**src/rtl/tic_pkg.sv**
```systemverilog
package tic_pkg;
  localparam int unsigned KIND_A   = 0;
  localparam int unsigned KIND_B   = 1;
  localparam int unsigned KIND_OVF = 2;
  localparam logic [1:0] ADDR_FLAGS  = 2'd0;
  localparam logic [1:0] ADDR_ENABLE = 2'd1;

  function automatic int unsigned src_index(input int unsigned ch, input int unsigned kind,
                                            input int unsigned per_ch);
    return ch * per_ch + kind;
  endfunction
endpackage

```
**src/rtl/tic_flag_cell.sv**
```systemverilog
module tic_flag_cell (
  input  logic clk,
  input  logic rst,
  input  logic set_i,
  input  logic clr_i,
  output logic flag_o
);
  always_ff @(posedge clk) begin
    if (rst)        flag_o <= 1'b0;
    else if (set_i) flag_o <= 1'b1;
    else if (clr_i) flag_o <= 1'b0;
  end


  flag_set_chk: assert property (@(posedge clk) disable iff (rst) set_i |=> flag_o);

  flag_clear_chk: assert property (@(posedge clk) disable iff (rst) (clr_i && !set_i) |=> !flag_o);

  flag_hold_chk: assert property (@(posedge clk) disable iff (rst) (!clr_i && !set_i) |=> $stable(flag_o));
endmodule

```
**src/rtl/tic_flag_bank.sv**
```systemverilog
module tic_flag_bank #(
  parameter int unsigned NUM_SRC = 6
) (
  input  logic               clk,
  input  logic               rst,
  input  logic [NUM_SRC-1:0] evt_i,
  input  logic               wr_i,
  input  logic [NUM_SRC-1:0] keep_i,
  output logic [NUM_SRC-1:0] flags_o
);
  for (genvar i = 0; i < NUM_SRC; i++) begin : g_cell
    tic_flag_cell u_cell (
      .clk   (clk),
      .rst   (rst),
      .set_i (evt_i[i]),
      .clr_i (wr_i & ~keep_i[i]),
      .flag_o(flags_o[i])
    );
  end
endmodule

```
**src/rtl/tic_enable_reg.sv**
```systemverilog
module tic_enable_reg #(
  parameter int unsigned NUM_SRC = 6
) (
  input  logic               clk,
  input  logic               rst,
  input  logic               wr_i,
  input  logic [NUM_SRC-1:0] wdata_i,
  output logic [NUM_SRC-1:0] en_o
);
  always_ff @(posedge clk) begin
    if (rst)       en_o <= '0;
    else if (wr_i) en_o <= wdata_i;
  end


  en_load_chk: assert property (@(posedge clk) disable iff (rst) wr_i |=> en_o == $past(wdata_i));

  en_keep_chk: assert property (@(posedge clk) disable iff (rst) !wr_i |=> $stable(en_o));
endmodule

```
**src/rtl/tic_prio_enc.sv**
```systemverilog
module tic_prio_enc #(
  parameter int unsigned NUM_SRC = 6,
  parameter int unsigned IDX_W   = 3
) (
  input  logic [NUM_SRC-1:0] req_i,
  output logic               valid_o,
  output logic [IDX_W-1:0]   idx_o
);
  always_comb begin
    valid_o = 1'b0;
    idx_o   = '0;
    for (int i = NUM_SRC - 1; i >= 0; i--) begin
      if (req_i[i]) begin
        valid_o = 1'b1;
        idx_o   = IDX_W'(i);
      end
    end
  end
endmodule

```
**src/rtl/tmr_irq_ctrl.sv**
```systemverilog
module tmr_irq_ctrl #(
  parameter int unsigned NUM_CH     = 2,
  parameter int unsigned SRC_PER_CH = 3,
  parameter int unsigned DATA_W     = 8,
  parameter int unsigned ADDR_W     = 2
) (
  input  logic              clk,
  input  logic              rst,
  input  logic [NUM_CH*SRC_PER_CH-1:0] evt,
  input  logic              bus_wr,
  input  logic [ADDR_W-1:0] bus_addr,
  input  logic [DATA_W-1:0] bus_wdata,
  output logic [DATA_W-1:0] bus_rdata,
  output logic [NUM_CH*SRC_PER_CH-1:0] irq_req,
  output logic              irq_valid,
  output logic [$clog2(NUM_CH*SRC_PER_CH)-1:0] irq_idx
);
  import tic_pkg::*;

  localparam int unsigned NUM_SRC = NUM_CH * SRC_PER_CH;
  localparam int unsigned IDX_W   = $clog2(NUM_SRC);

  logic [NUM_SRC-1:0] flags;
  logic [NUM_SRC-1:0] enables;
  logic               wr_flags;
  logic               wr_enable;

  assign wr_flags  = bus_wr && (bus_addr == ADDR_W'(ADDR_FLAGS));
  assign wr_enable = bus_wr && (bus_addr == ADDR_W'(ADDR_ENABLE));

  tic_flag_bank #(.NUM_SRC(NUM_SRC)) u_flags (
    .clk    (clk),
    .rst    (rst),
    .evt_i  (evt),
    .wr_i   (wr_flags),
    .keep_i (bus_wdata[NUM_SRC-1:0]),
    .flags_o(flags)
  );

  tic_enable_reg #(.NUM_SRC(NUM_SRC)) u_enable (
    .clk    (clk),
    .rst    (rst),
    .wr_i   (wr_enable),
    .wdata_i(bus_wdata[NUM_SRC-1:0]),
    .en_o   (enables)
  );

  assign irq_req = flags & enables;

  tic_prio_enc #(.NUM_SRC(NUM_SRC), .IDX_W(IDX_W)) u_prio (
    .req_i  (irq_req),
    .valid_o(irq_valid),
    .idx_o  (irq_idx)
  );

  always_comb begin
    bus_rdata = '0;
    if (bus_addr == ADDR_W'(ADDR_FLAGS))       bus_rdata[NUM_SRC-1:0] = flags;
    else if (bus_addr == ADDR_W'(ADDR_ENABLE)) bus_rdata[NUM_SRC-1:0] = enables;
  end


  prio_valid_chk: assert property (@(posedge clk) disable iff (rst) irq_valid == (irq_req != '0));

  prio_hit_chk: assert property (@(posedge clk) disable iff (rst) irq_valid |-> irq_req[irq_idx]);

  prio_top_chk: assert property (@(posedge clk) disable iff (rst)
    irq_valid |-> ((irq_req & ((NUM_SRC'(1) << irq_idx) - NUM_SRC'(1))) == '0));

  req_mask_chk: assert property (@(posedge clk) disable iff (rst) $fell(enables[0]) |-> !irq_req[0]);
endmodule

```
**config.mk**
```make
export PLATFORM = sky130hd
export DESIGN_NAME = tmr_irq_ctrl
export DESIGN_NICKNAME = d
export VERILOG_FILES = /design/src/rtl/tic_pkg.sv /design/src/rtl/tic_flag_cell.sv /design/src/rtl/tic_flag_bank.sv /design/src/rtl/tic_enable_reg.sv /design/src/rtl/tic_prio_enc.sv /design/src/rtl/tmr_irq_ctrl.sv
export SDC_FILE = /design/constraint.sdc
export NUM_CORES = 1
export LEC_CHECK = 0
export CAP_MARGIN = 20
export CELL_PAD_IN_SITES_DETAIL_PLACEMENT = 0
export CELL_PAD_IN_SITES_GLOBAL_PLACEMENT = 2
export CORE_MARGIN = 2
export CORE_UTILIZATION = 17
export CTS_CLUSTER_DIAMETER = 150
export DETAILED_ROUTE_END_ITERATION = 16
export GPL_ROUTABILITY_DRIVEN = 0
export GPL_TIMING_DRIVEN = 0
export PLACE_DENSITY = 0.79
export SETUP_SLACK_MARGIN = 0.05
export SYNTH_ARGS = -nofsm -noshare
export SYNTH_HDL_FRONTEND = slang
export SYNTH_SLANG_ARGS = --single-unit
```
**constraint.sdc**
```tcl
create_clock -name clk -period 1 [get_ports clk]
set_clock_uncertainty 0.05 [all_clocks]
set_input_delay 0.15 -clock clk [delete_from_list [all_inputs] [get_ports clk]]
set_output_delay 0.15 -clock clk [all_outputs]
set_load 0.02 [all_outputs]
```
==> results.md <==
* Synth area leader: dfxtp_1
* Fmax at 0.671 GHz
* Setup TNS Final at -3.60 ns
* Synth Warn # at 0
* DRT Pass-1 Iters at 4
* Hold buffers post-CTS at 0
* CP Max Fanout at 2
* Setup WS post-layout at -0.490 ns
* DRT Wirelength at 2070 um
* Most frequent cells in the layout: buf_4, buf_6, clkdlybuf4s50_1
* Power Dens Cells at 997 nW/um2
* Placed cell area at 1060 um2
* Nets at 155
* MaxCap Viol Count at 0
* Synth area leaders: dfxtp_1, mux2i_1, inv_1
* HP Class: in -> reg
* Initial DRC count at 12
* Post-synthesis instance area at 638 um2
* Die area at 4260 um2
* Synthesized netlist cell count at 80
* GRT Resource Usage Total at 0.100
* Largest net degree at the start of global routing at 11
* Via/cell ratio at 4.01
* Crit Path Class: reg -> out
* First-pass GRT wire length at 3140 um
* Die width at 65.3 um
* Clk_lat worst skew at 0.23 ns
* H-tree Lvls at 1
* Critical Path End Type: output pin
* Grt total ovfl at 0
* Yosys reg bits at 12
* Area delta synth->final at 102%
* CTS clock-pin slew for the worst setup and hold paths at 0.05 ns
* I/O Pins at 37
* Layout cell share with drive strength beyond 1 at 0.575
* Clk sink count at 12
* Crit path max-delay family: simple AND/OR/NAND/NOR gates
* Static Leak at 0.675 nW
* Outcome: complete, but fails checks
* RSZ-0062 raised after global routing: true
* Starting Density at 0.176
* Final Max Slew Viols at 0
* Detailed-route DRC error count at 0
* Post-layout min period at 1.49 ns
* Detail Placement HPWL at 1390 um
* CTS tree: yes
* Synth Area per Inst at 7.98 um2
* Root Driver: clkbuf_8
* Final setup vio count at 16
* CTS max path bufs at 2
* Max VDD drop at 0.892 mV
* Final Hold Viols at 0
* Startpoint Class: flip-flop
* Initial antenna violation count at 0
* Final hold slack at 0.328 ns
* Most common cell after layout, fill and taps aside: buf_4
* I/O Buffers at 31
* CTS Buf Count at 3
* # diodes at 0
* Vias post-DR at 730
* Failing checks: setup timing
* Multi-input gate area at 387 um2
* Row count at 22
* Pre-CTS WS at -0.773 ns
* CP max stage cell: or3_4
* Crit path buf inv count at 1
* Reg area at 255 um2
* CP required at 0.80 ns
* Vias in the first global route at 683
* Total core area at 3630 um2
* Slowest stage delay, CP at 0.36 ns
* Final period util at 1.49
* Sequential fraction of the synthesis area at 0.376
* Finished Cell Area at 1290 um2
* DR WL/cell at 11.4 um
* Chip height at 65.3 um
* Crit path DAT at 1.29 ns
* Synth top area share at 0.376
* Final ANT Viol Nets at 0
* Fillcell total at 384
* CP cell instances: nand2_4 -> nand4_1 -> or3_4 -> buf_6
* Post-synth cell types at 18
==> registers in the layout, indices dropped and copies added (netlist names) <==
signal	flops
u_enable.en_o	6
u_flags.g_cell.u_cell.flag_o	6
==> worst reg2reg max path: stages (launching register included) <==
cell     delay [ns]
dfxtp_2        0.32
buf_4          0.13
buf_6          0.10
mux2i_1        0.12
nor2_1         0.05
==> Yosys cell counts <==
| master | number |
|---|---|
| or3_1 | 1 |
| inv_1 | 12 |
| mux2i_1 | 12 |
| nor2_1 | 12 |
| nand3b_4 | 1 |
| dfxtp_1 | 12 |
| a21oi_1 | 7 |
| o21ai_1 | 6 |
| buf_4 | 2 |
| a211oi_1 | 1 |
| buf_6 | 1 |
| clkbuf_1 | 1 |
| conb_1 | 1 |
| or3b_4 | 1 |
| o21ai_0 | 1 |
| nand4_1 | 1 |
| nand2_1 | 7 |
| a31oi_1 | 1 |
==> timing repair <==
| action | 4_1_cts | 5_1_grt |
|---|---|---|
| pin swaps | 8 | 8 |
| setup buffers | 12 | 7 |
| resized for setup | 117 | 12 |
| endpoints found under the setup margin | 28 | 27 |
==> layer usage <==
metal | track usage | up-vias | share of wire
met5 | 0 | - | 0
met4 | 0.0234 | 0 | 0.0068
met3 | 0.0445 | 2 | 0.070
met2 | 0.172 | 26 | 0.51
met1 | 0.113 | 334 | 0.42
li1 | - | 368 | -
==> where the power goes <==
group          switching (mW)  internal, mW
sequential             0.0222         0.511
clock                   0.160         0.264
combinational           0.141         0.188
total                   0.323         0.963
==> through the flow <==
stage | util | power, mW | std cells
floorplan | - | 0.673 | 81
global placement | 0.291 | 0.803 | 160
detailed placement | 0.291 | 0.806 | 160
CTS | 0.331 | 1.26 | 175
global route | 0.355 | 1.35 | 182
finish | 0.355 | 1.29 | 182
==> kinds of logic (layout without fill, tap and decap cells) <==
group / after synthesis / after routing / share of synthesized area
AO/OA/AOI/OAI: 16 / 16 / 0.131
buffers and inverters: 16 / 69 / 0.118
flip-flops: 12 / 12 / 0.376
multiplexers: 12 / 12 / 0.188
other: 1 / 2 / 0.00588
AND/OR/NAND/NOR: 23 / 23 / 0.180
==> final cells by class <==
class	count	share of cell area
repair buffers	50	0.361
multi-input cells	53	0.300
flip-flops and latches	12	0.198
well taps	48	0.0466
inverters	12	0.0369
clock buffers	3	0.0320
plain buffers	4	0.0262
==> final timing paths <==
| check | to | start | depth (start not counted) | slack (ns) |
|---|---|---|---|---|
| hold reg to reg | u_flags.g_cell[0].u_cell.flag_o | u_flags.g_cell[0].u_cell.flag_o | 2 | 0.42 |
| setup reg to reg | u_enable.en_o[2] | u_enable.en_o[2] | 4 | 0.12 |
| setup / recovery | irq_valid | u_enable.en_o[3] | 4 | -0.49 |
| hold / removal | u_enable.en_o[3] | bus_wr | 4 | 0.33 |
Power figures use the tool's default switching activity.
